File: config.mk
export PLATFORM = sky130hd
export DESIGN_NAME = cmd_chain_dma
export DESIGN_NICKNAME = d
export VERILOG_FILES = /design/src/rtl/cmd_chain_pkg.sv /design/src/rtl/cmd_chain_hdr.sv /design/src/rtl/cmd_chain_buf.sv /design/src/rtl/cmd_chain_dma.sv
export SDC_FILE = /design/constraint.sdc
export NUM_CORES = 1
export LEC_CHECK = 0
export ABC_AREA = 1
export CAP_MARGIN = 10
export CORE_ASPECT_RATIO = 1.5
export CORE_MARGIN = 3
export CORE_UTILIZATION = 57
export CTS_CLUSTER_DIAMETER = 40
export DETAILED_ROUTE_END_ITERATION = 12
export PLACE_DENSITY = 0.86
export SKIP_CTS_REPAIR_TIMING = 1
export SYNTH_ARGS = -nofsm -noshare
export SYNTH_HDL_FRONTEND = slang
export SYNTH_HIERARCHICAL = 1
export SYNTH_SLANG_ARGS = --single-unit
File: constraint.sdc
create_clock -name clk -period 3.2 [get_ports clk]
set_clock_uncertainty 0.05 [all_clocks]
set_input_delay 0.48 -clock clk [delete_from_list [all_inputs] [get_ports clk]]
set_output_delay 0.48 -clock clk [all_outputs]
set_load 0.005 [all_outputs]
File: src/rtl/cmd_chain_pkg.sv
// Shared types of the linked command packet walker.
package cmd_chain_pkg;
    // Walker control states.
    typedef enum logic [2:0] {
        ST_IDLE,
        ST_HDR_REQ,
        ST_HDR_WAIT,
        ST_PAY_REQ,
        ST_PAY_WAIT,
        ST_PAY_PUSH,
        ST_YIELD,
        ST_FINISH
    } walk_state_t;
endpackage

File: src/rtl/cmd_chain_hdr.sv
// Header word decoder.
// Splits a header into its payload count (upper bits) and next-header
// address (lower ADDR_W bits) and flags the empty and terminator cases.
// Assumes DATA_W > ADDR_W.
module cmd_chain_hdr #(
    parameter int ADDR_W = 24,
    parameter int DATA_W = 32
) (
    input  logic [DATA_W-1:0]        word,
    output logic [DATA_W-ADDR_W-1:0] count,
    output logic [ADDR_W-1:0]        next_addr,
    output logic                     is_empty,
    output logic                     is_term
);
    localparam int CNT_W = DATA_W - ADDR_W;

    // Field split and classification.
    always_comb begin
        count     = word[DATA_W-1:ADDR_W];
        next_addr = word[ADDR_W-1:0];
        is_empty  = (count == '0);
        is_term   = (next_addr == {ADDR_W{1'b1}});
    end
endmodule

File: src/rtl/cmd_chain_buf.sv
// Payload holding register.
// Captures one memory read word on load and holds it for the sink until
// the next load, so the sink sees stable data while it stalls.
module cmd_chain_buf #(
    parameter int DATA_W = 32
) (
    input  logic              clk,
    input  logic              rst_n,
    input  logic              load,
    input  logic [DATA_W-1:0] din,
    output logic [DATA_W-1:0] dout
);
    // Capture the fetched payload word.
    always_ff @(posedge clk) begin
        if (!rst_n)
            dout <= '0;
        else if (load)
            dout <= din;
    end
endmodule

File: src/rtl/cmd_chain_dma.sv
// Linked command packet DMA walker (top).
// Reads a header at the base address, sends its payload words one by one
// to the sink, and follows the next link until the all-ones terminator.
// Zero-count headers are skipped; after a skip the found header is saved
// in the base register and the engine yields for one cycle before sending.
// Assumes one outstanding memory read; response arrives after acceptance.
module cmd_chain_dma
    import cmd_chain_pkg::*;
#(
    parameter int ADDR_W = 24,
    parameter int DATA_W = 32
) (
    input  logic              clk,
    input  logic              rst_n,
    input  logic              start,
    input  logic [ADDR_W-1:0] start_addr,
    output logic [ADDR_W-1:0] base_addr,
    output logic              busy,
    output logic              done,
    output logic              mem_req_valid,
    output logic [ADDR_W-1:0] mem_req_addr,
    input  logic              mem_req_ready,
    input  logic              mem_rsp_valid,
    input  logic [DATA_W-1:0] mem_rsp_data,
    output logic              sink_valid,
    output logic [DATA_W-1:0] sink_data,
    input  logic              sink_ready
);
    localparam int                CNT_W = DATA_W - ADDR_W;
    localparam logic [ADDR_W-1:0] TERM  = {ADDR_W{1'b1}};
    localparam logic [ADDR_W-1:0] STEP  = ADDR_W'(4);

    walk_state_t       state_q;
    logic [ADDR_W-1:0] base_q, hdr_q, cur_q, next_q;
    logic [CNT_W-1:0]  rem_q;
    logic              skip_q;

    logic [CNT_W-1:0]  h_count;
    logic [ADDR_W-1:0] h_next;
    logic              h_empty, h_term;

    // Clear the byte-offset bits of an address.
    function automatic logic [ADDR_W-1:0] word_align(input logic [ADDR_W-1:0] a);
        return {a[ADDR_W-1:2], 2'b00};
    endfunction

    cmd_chain_hdr #(.ADDR_W(ADDR_W), .DATA_W(DATA_W)) u_hdr (
        .word      (mem_rsp_data),
        .count     (h_count),
        .next_addr (h_next),
        .is_empty  (h_empty),
        .is_term   (h_term)
    );

    cmd_chain_buf #(.DATA_W(DATA_W)) u_buf (
        .clk   (clk),
        .rst_n (rst_n),
        .load  (state_q == ST_PAY_WAIT && mem_rsp_valid),
        .din   (mem_rsp_data),
        .dout  (sink_data)
    );

    // Walk sequencer: header fetch, skip/yield, payload streaming, finish.
    always_ff @(posedge clk) begin
        if (!rst_n) begin
            state_q <= ST_IDLE;
            base_q  <= '0;
            hdr_q   <= '0;
            cur_q   <= '0;
            next_q  <= '0;
            rem_q   <= '0;
            skip_q  <= 1'b0;
        end else begin
            case (state_q)
                ST_IDLE: begin
                    if (start) begin
                        base_q  <= start_addr;
                        hdr_q   <= word_align(start_addr);
                        skip_q  <= 1'b0;
                        state_q <= ST_HDR_REQ;
                    end
                end
                ST_HDR_REQ: begin
                    if (mem_req_ready)
                        state_q <= ST_HDR_WAIT;
                end
                ST_HDR_WAIT: begin
                    if (mem_rsp_valid) begin
                        if (!h_empty) begin
                            if (skip_q) begin
                                base_q  <= hdr_q;
                                state_q <= ST_YIELD;
                            end else begin
                                rem_q   <= h_count;
                                cur_q   <= hdr_q + STEP;
                                next_q  <= h_next;
                                state_q <= ST_PAY_REQ;
                            end
                        end else if (h_term) begin
                            base_q  <= TERM;
                            state_q <= ST_FINISH;
                        end else begin
                            hdr_q   <= word_align(h_next);
                            skip_q  <= 1'b1;
                            state_q <= ST_HDR_REQ;
                        end
                    end
                end
                ST_PAY_REQ: begin
                    if (mem_req_ready)
                        state_q <= ST_PAY_WAIT;
                end
                ST_PAY_WAIT: begin
                    if (mem_rsp_valid)
                        state_q <= ST_PAY_PUSH;
                end
                ST_PAY_PUSH: begin
                    if (sink_ready) begin
                        if (rem_q == CNT_W'(1)) begin
                            base_q  <= next_q;
                            state_q <= (next_q == TERM) ? ST_FINISH : ST_YIELD;
                        end else begin
                            rem_q   <= rem_q - CNT_W'(1);
                            cur_q   <= cur_q + STEP;
                            state_q <= ST_PAY_REQ;
                        end
                    end
                end
                ST_YIELD: begin
                    hdr_q   <= word_align(base_q);
                    skip_q  <= 1'b0;
                    state_q <= ST_HDR_REQ;
                end
                ST_FINISH: state_q <= ST_IDLE;
                default:   state_q <= ST_IDLE;
            endcase
        end
    end

    // Port outputs decoded from the current state.
    always_comb begin
        base_addr     = base_q;
        mem_req_valid = (state_q == ST_HDR_REQ) || (state_q == ST_PAY_REQ);
        mem_req_addr  = (state_q == ST_HDR_REQ) ? hdr_q : cur_q;
        sink_valid    = (state_q == ST_PAY_PUSH);
        done          = (state_q == ST_FINISH);
        busy          = (state_q != ST_IDLE) && (state_q != ST_FINISH);
    end
endmodule

==> results of run 1 <==
[cells in the mapped netlist, types with 12 or more instances]
master,n,share of area (%)
inv_1,155,7.4
nor3_1,17,1.1
clkbuf_1,30,1.4
o22ai_1,13,1.0
nand3_1,27,1.7
dfxtp_1,136,35
a22oi_1,12,1.1
o21ai_0,130,8.3
buf_2,22,1.4
nand2_1,257,12
a21oi_1,105,6.7
buf_4,37,3.5
nand4_1,14,1.1
nor2_1,147,7.0
[worst paths after layout]
check,endpoint
max,mem_req_addr[23]
min,base_addr[4]
min reg2reg,base_addr[4]
max reg2reg,base_addr[21]
[logic make-up (layout without fill, tap and decap cells)]
| kind of cell | count (synthesis) | after routing | synth area share [%] |
|---|---|---|---|
| AND/OR/NAND/NOR | 501 | 501 | 27.1 |
| AO/OA/AOI/OAI | 307 | 307 | 21.4 |
| buffers and inverters | 259 | 355 | 15.5 |
| flip-flops | 136 | 136 | 34.7 |
| XOR/XNOR | 7 | 7 | 0.781 |
| adder cells (fa/ha/maj) | 3 | 3 | 0.478 |
| other | 1 | 2 | 0.0478 |
[per-stage QoR]
| step | utilization (%) | std cells |
|---|---|---|
| after global routing | 73.4 | 1470 |
| after CTS | 73.4 | 1470 |
| after global placement | 68.5 | 1439 |
| after detailed placement | 68.5 | 1439 |
| final | 73.4 | 1470 |
| after floorplan | - | 1215 |
[cell type report]
cell class	instances	area, um2	area share, %
tap	159	199	2.05
inverter	159	597	6.16
sequential	136	2720	28.1
clock buffer	20	447	4.61
timing repair buffer	165	1610	16.6
multi-input combinational	820	3920	40.5
clock inverter	11	198	2.04
[state kept, by name, indices dropped and copies added (netlist names)]
signal	cells
base_addr	24
next_q	24
u_buf/dout	32
state_q	3
cur_q	22
skip_q	1
hdr_q	22
rem_q	8
[tightest hold or removal path, delay by kind of cell (launching register included)]
family	cells	cell delay, ns
AO/OA/AOI/OAI	1	0.05
flip-flops	1	0.31
buffers and inverters	1	0.06
[where the power goes]
group          switching, mW  internal, mW  total [mW]
logic                   2.33          1.47        3.80
clock network          0.761          1.40        2.16
registers              0.323          2.20        2.52
total                   3.42          5.08        8.49
[per-layer routing]
metal | global-route usage, % | part of all wire, %
met1 | 39.0 | 40
met2 | 51.7 | 48
met5 | 0 | 0
met3 | 6.58 | 7.7
met4 | 15.2 | 4.3
==> impl_metrics.ini, run 1 <==
[outcome]
status = completed

[critical_path]
rr_startpoint = state_q[1]
crit_path_end_kind = output port
cp_max_fo = 44
slowest_stage = clkdlybuf4s50_1
cp_common_cell = nand2_1
path_buf_inv = 3
reg2reg_depth = 9
worstSetupStartpointType = flip-flop
worst-path-stages = 6
cp-startpoint = state_q[1]
critical_path_arrival_ns = 2.35
reg2reg_slack_ns = 0.35
crit_type = reg2out
cp.required_ns = 2.67
max_stage_delay_ns = 0.56
path_delay_family = buffers and inverters
crit_chain = inv_2 -> nand2_1 -> buf_4 -> nand2_1 -> o21ai_0 -> clkdlybuf4s50_1

[sta]
grt_setup_unrepaired = false
finalWorstSetupSlack_ns = 0.322
worst_slew_pin_slew_ns = 0.983
finalSetupTns_ns = 0
fin_crit_sh_pct = 89.9
finalSetupViolCount = 0
hold_violations = 0
fmax_ghz = 0.347
drv_slew = 0
finalCriticalPeriod_ns = 2.88
whs_ns = 0.414
relSlewSlack_pct = 34.2

[logic_synthesis]
syn_inst = 1214
ys_seq_elements = 136
seq_area_frac_synth_pct = 34.7
syn_area_mm2 = 0.00785
asyncSetResetFlopFracSynth_pct = 0
synth_area_per_cell_um2 = 6.46
ys.flop_type = dfxtp_1
synth_cell_type_count = 40
synth_edf_count = 0
yosysWarnings = 6

[cts]
cts_max_level = 4
cts_sinks = 136
clkLatencyLatePin_ns = 0.42
cts_tree = built
clkTransAtPathRegs_ns = 0.06
root_buffer = clkbuf_16
cts_buffers = 17
clockBufferDepth = 2

[flow_run]
maxCapViolCount = 0

[drt]
drc = 0
vias = 8265
post_drt_wl_per_cell_um = 16.2
drt-initial-drc-count = 863
drtAntennaViolNets = 0
postRouteWirelength_um = 23800
viasPerCell = 5.62
dr.pass1.iters = 8

[grt]
grt_max_degree = 58
grt_pass1_wl_um = 38400
overflow = 0
grtUsageTotal_pct = 31.5
antenna_found_initial = 0
grt_pass1_vias = 7742

[die]
core_mm2 = 0.0132
dieHeight_um = 150
start_util_pct = 59.4
dieArea_mm2 = 0.0152
core.rowCount = 51
io-pin-count = 146
die_w_um = 102

[final_layout]
area_growth_pct = 23.5
diodes = 0
layout_commonest_cell = nand2_1
drive_gt1_share_pct = 6.71
layout_common_cells = nand2_1, inv_1, nor2_1
final_net_count = 1364
final.fill_count = 1040
final_area_mm2 = 0.00969

[placed_design]
port_buffers = 143
dp_slack_ns = 0.430
place_area_mm2 = 0.00905
place_congestion = 0.940
hpwlAfterDp_um = 16800

[power]
ir_drop_mv = 0.417
finalPower_mw = 8.49
cellPowerDensity_mw_per_mm2 = 876
p_leak_nw = 4.01

[min_path]
worstHoldPathCells = 2
hp-start = base_addr[4]
hold_path.class = reg2reg
(Power assumes the default switching activity.)
==> inputs of run 2 (changes only) <==
--- a/config.mk
+++ b/config.mk
@@ -5,7 +5,6 @@
 export SDC_FILE = /design/constraint.sdc
 export NUM_CORES = 1
 export LEC_CHECK = 0
-export ABC_AREA = 1
 export CAP_MARGIN = 10
 export CORE_ASPECT_RATIO = 1.5
 export CORE_MARGIN = 3
==> run 2 against run 1 <==
Net effect: global-route usage increased by 0.98 points; die area increased by 1.1%; first-iteration DRC count decreased by 12%; cell area increased by 3.6%; combinational power decreased by 19%; sequential cell count unchanged; non-clock buffer count increased by 28; register-to-register slack improved by 0.13 ns; core utilization increased by 0.50 points; setup slack got worse by 0.15 ns; critical path depth decreased by 1; critical endpoint is now mem_req_addr[3]; largest cell class unchanged; largest power group unchanged.
==> impl_metrics.ini, run 2 <==
[outcome]
status = completed

[final_layout]
largest_reg_flops = 32
top_register = u_buf/dout
final_core_util_pct = 73.9
layout_common_cells = clkdlybuf4s50_1, dfxtp_1, nand2_1
area_growth_pct = 26.5
fin_cells = 1258
final_net_count = 1149
final.fill_count = 950
layout_commonest_cell = clkdlybuf4s50_1
diodes = 0
drive_gt1_share_pct = 11.0

[drt]
drt-initial-drc-count = 759
viasPerCell = 6.59
dr.pass1.iters = 5
drtAntennaViolNets = 0
postRouteWirelength_um = 24800
vias = 8284
post_drt_wl_per_cell_um = 19.7
drc = 0

[die]
start_util_pct = 58.4
die_w_um = 102
dieHeight_um = 151
core.rowCount = 52
dieArea_mm2 = 0.0154
io-pin-count = 146
core_mm2 = 0.0136

[grt]
grt_pass1_wl_um = 40000
grt_max_degree = 49
antenna_found_initial = 0
grtUsageTotal_pct = 32.5
grt_pass1_vias = 7996
overflow = 0

[power]
cellPowerDensity_mw_per_mm2 = 787
p_sw_mw = 2.97
combPwrFrac_pct = 39.0
p_leak_nw = 3.50
internal-power_mw = 4.94
seq_power_share_pct = 32.5
clock_power_share_pct = 28.5
switching_share_pct = 37.5
ir_drop_mv = 0.426

[sta]
drv_slew = 0
finalSetupTns_ns = 0
worst_slew_pin_slew_ns = 0.808
fmax_ghz = 0.331
whs_ns = 0.406
finalCriticalPeriod_ns = 3.02
finalSetupViolCount = 0
fin_crit_sh_pct = 94.5
grt_setup_unrepaired = false
relSlewSlack_pct = 45.4
hold_violations = 0

[logic_synthesis]
ys_seq_elements = 136
yosysTopAreaCell = dfxtp_1
synth_top_cell_area_share_pct = 34.3
synth_area_per_cell_um2 = 8.05
muxShareOfSynthArea_pct = 11.2
synth_cell_type_count = 70
synthSimpleGateAreaFrac_pct = 22.6
synth_most_common_cell = dfxtp_1
yosysWarnings = 6
asyncSetResetFlopFracSynth_pct = 0
ys.flop_type = dfxtp_1
synth_top_family_by_area = compound AO/OA/AOI/OAI gates
seq_area_frac_synth_pct = 34.3
synth_edf_count = 0
yosys-top-cells-count = dfxtp_1, nand2_1, nor2_1, a21oi_1, mux2i_1
syn_area_mm2 = 0.00794
synth_compound_area_share_pct = 22.7
synthAdderAreaFrac_pct = 0.473
synthXorXnorAreaFrac_pct = 0
syn_inst = 986
synthTopCellsByArea = dfxtp_1, mux2i_1, nand2_1

[min_path]
hp-start = next_q[13]
hold_path.class = reg2reg
worstHoldPathCells = 2
hold_end = next_q[13]

[critical_path]
critical_path_arrival_ns = 2.49
slowest_stage = dfxtp_1
cp_max_fo = 24
crit_chain = nand2_1 -> nor2_2 -> buf_4 -> mux2_2 -> clkdlybuf4s50_1
max_stage_delay_ns = 0.56
reg2reg_slack_ns = 0.48
cp.required_ns = 2.67
rr_startpoint = state_q[0]
worstSetupStartpointType = flip-flop
reg2reg_depth = 8
crit_path_end_kind = output port
reg2reg_to = base_addr[11]
crit_type = reg2out

[cts]
cts_max_level = 4
cts_tree = built
root_buffer = clkbuf_16
clkTransAtPathRegs_ns = 0.06
cts_buffers = 17
clockBufferDepth = 2
cts_sinks = 136
clkLatencyLatePin_ns = 0.42

[placed_design]
place_congestion = 0.977
hpwlAfterDp_um = 16800
dp.cells = 1227
port_buffers = 143

[flow_run]
maxCapViolCount = 0
==> run 2: area by class of cell <==
type                       instances  area (um2)  area share, %
timing repair buffer             193        1830           18.2
clock inverter                    14         245           2.44
multi-input combinational        721        4560           45.4
clock buffer                      17         425           4.24
tap                              162         203           2.02
sequential                       136        2720           27.1
inverter                          15        56.3          0.561
==> run 2: kinds of logic after synthesis <==
family                   after synthesis
AO/OA/AOI/OAI                        259
adder cells (fa/ha/maj)                3
buffers and inverters                130
flip-flops                           136
multiplexers                          86
other                                  1
AND/OR/NAND/NOR                      371
==> run 2: metrics by stage <==
step / power, mW / area [um2] / setup WS, ns
floorplan: 4.27 / 7940 / 0.364
global placement: 5.47 / 9370 / 0.0713
detailed placement: 5.54 / 9370 / -0.0300
CTS: 7.83 / 10000 / 0.239
global route: 8.27 / 10000 / 0.121
finish: 7.91 / 10000 / 0.176
==> run 2: layer usage <==
metal,vias up,global-route usage [%],wire [um]
met3,95,6.17,2240
met1,3885,40.6,9440
met4,0,14.6,903
met5,-,0,0
li1,3779,-,-
met2,525,53.8,12200
==> run 2: worst max-delay path by stage <==
stage / start / endpoint / cells after the start
after detailed placement: mem_rsp_data[16] / base_addr[19] / 10
final: state_q[0] / mem_req_addr[3] / 5
after CTS: state_q[0] / mem_req_addr[3] / 5
after global routing: state_q[0] / mem_req_addr[3] / 5
after floorplan: state_q[2] / cur_q[14] / 14
after global placement: mem_rsp_data[16] / base_addr[13] / 10
==> run 2: power groups by stage <==
| stage | registers [mW] | logic (mW) | clock network (mW) |
|---|---|---|---|
| 3_5_place_dp | 2.56 | 2.98 | 0 |
| 3_3_place_gp | 2.56 | 2.91 | 0 |
| 5_1_grt | 2.60 | 3.33 | 2.34 |
| 2_1_floorplan | 2.39 | 1.88 | 0 |
| 6_report | 2.57 | 3.09 | 2.25 |
| 4_1_cts | 2.54 | 3.04 | 2.26 |
==> run 2: critical path, delay by kind of cell (launching register included) <==
kind	cells	cell delay [ns]
buffers and inverters	2	0.79
DFF	1	0.56
muxes	1	0.41
and+or+nand+nor	2	0.32
==> inputs of run 3 (changes only) <==
--- a/config.mk
+++ b/config.mk
@@ -11,7 +11,9 @@
 export CORE_UTILIZATION = 57
 export CTS_CLUSTER_DIAMETER = 40
 export DETAILED_ROUTE_END_ITERATION = 12
+export MAX_ROUTING_LAYER = met4
 export PLACE_DENSITY = 0.86
+export SETUP_SLACK_MARGIN = 0.3
 export SKIP_CTS_REPAIR_TIMING = 1
 export SYNTH_ARGS = -nofsm -noshare
 export SYNTH_HDL_FRONTEND = slang
==> run 3 against run 2 <==
Net effect: critical path depth increased by 1; non-clock buffer count increased by 4; cell count increased by 0.40%; sequential share of layout area increased by 0.090 points; setup slack improved by 0.20 ns; sequential power about the same; via count increased by 0.24%; die area unchanged.
==> impl_metrics.ini, run 3 (synthesized netlist as in run 2, its figures left out) <==
[outcome]
status = completed

[sta]
finalWorstSetupSlack_ns = 0.378
fmax_ghz = 0.354
worst_slew_pin_slew_ns = 0.750
finalSetupViolCount = 0
finalSetupTns_ns = 0
hold_violations = 0
drv_slew = 0
relSlewSlack_pct = 49.6
grt_setup_unrepaired = false
fin_crit_sh_pct = 88.2
finalCriticalPeriod_ns = 2.82
whs_ns = 0.412

[drt]
dr.pass1.iters = 6
postRouteWirelength_um = 25300
drtAntennaViolNets = 0
viasPerCell = 6.57
post_drt_wl_per_cell_um = 20.0
drc = 0
drt-initial-drc-count = 965
vias = 8304

[power]
p_leak_nw = 3.48
ir_drop_mv = 0.635
cellPowerDensity_mw_per_mm2 = 774

[final_layout]
final.fill_count = 973
top_register = u_buf/dout
diodes = 0
largest_reg_flops = 32
area_growth_pct = 26.1
fin_cells = 1263
layout_common_cells = clkdlybuf4s50_1, dfxtp_1, nand2_1
final_area_mm2 = 0.0100
final_net_count = 1153
drive_gt1_share_pct = 11.5
layout_commonest_cell = clkdlybuf4s50_1

[die]
start_util_pct = 58.4
core.rowCount = 52
die_w_um = 102
dieHeight_um = 151
core_mm2 = 0.0136
io-pin-count = 146
dieArea_mm2 = 0.0154

[cts]
cts_buffers = 17
clockBufferDepth = 2
cts_sinks = 136
cts_max_level = 4
clkLatencyLatePin_ns = 0.42
root_buffer = clkbuf_16
clkTransAtPathRegs_ns = 0.06
cts_tree = built

[grt]
use_met3_pct = 5.33
top_usage_layer = met2
grt_max_degree = 68
overflow = 0
grtUsageTotal_pct = 33.1
antenna_found_initial = 0
use_met2_pct = 53.3
grtUsageMet1_pct = 41.0
grt_pass1_wl_um = 39600
grt_pass1_vias = 7877

[critical_path]
reg2reg_slack_ns = 0.59
critical_path_arrival_ns = 2.29
crit_path_end_kind = output port
crit_type = reg2out
cp_max_fo = 24
worstSetupStartpointType = flip-flop
cp.required_ns = 2.67

[placed_design]
dp_slack_ns = -0.0533
dp.cells = 1229
hpwlAfterDp_um = 16800
place_congestion = 0.921
place_area_mm2 = 0.00939
port_buffers = 143

[min_path]
hold_path.class = reg2reg

[flow_run]
maxCapViolCount = 0
## run 3: metrics by stage
step | total power, mW | util [%]
final | 7.75 | 73.6
after global routing | 8.12 | 73.6
after CTS | 7.55 | 73.3
after detailed placement | 5.57 | 69.0
after global placement | 5.50 | 69.0
after floorplan | 4.27 | -
## run 3: final cells by class
type                       count  area (um2)  share of cell area, %
clock buffer                  18         429                   4.29
clock inverter                14         149                   1.49
inverter                      15        56.3                  0.562
multi-input combinational    721        4570                   45.6
sequential                   136        2730                   27.2
tap                          162         203                   2.02
timing repair buffer         197        1890                   18.8
## run 3: where the power goes
group / internal [mW] / switching, mW / leakage, nW
Clock: 1.15 / 0.792 / 0.273
Sequential: 2.07 / 0.496 / 1.11
Combinational: 1.50 / 1.74 / 2.10
## run 3: critical path, cell delays in order (launching register included)
cell	delay, ns
dfxtp_2	0.36
inv_1	0.17
nand2_1	0.15
nor2_2	0.14
buf_8	0.22
mux2_2	0.37
clkdlybuf4s50_1	0.45
## run 3: path summary, 6_finish.rpt
kind              startpoint         endpoint  depth (start not counted)
hold reg to reg   next_q[13]       next_q[13]                          2
hold / removal    next_q[13]       next_q[13]                          2
setup reg to reg  state_q[0]        cur_q[19]                          5
setup / recovery  state_q[2]  mem_req_addr[3]                          6
## run 3: per-layer routing
metal  vias up  share of wire (%)
met1      3816                 37
met4         0                3.5
li1       3794                  -
met2       598                 49
met5         -                  0
met3        96                9.9
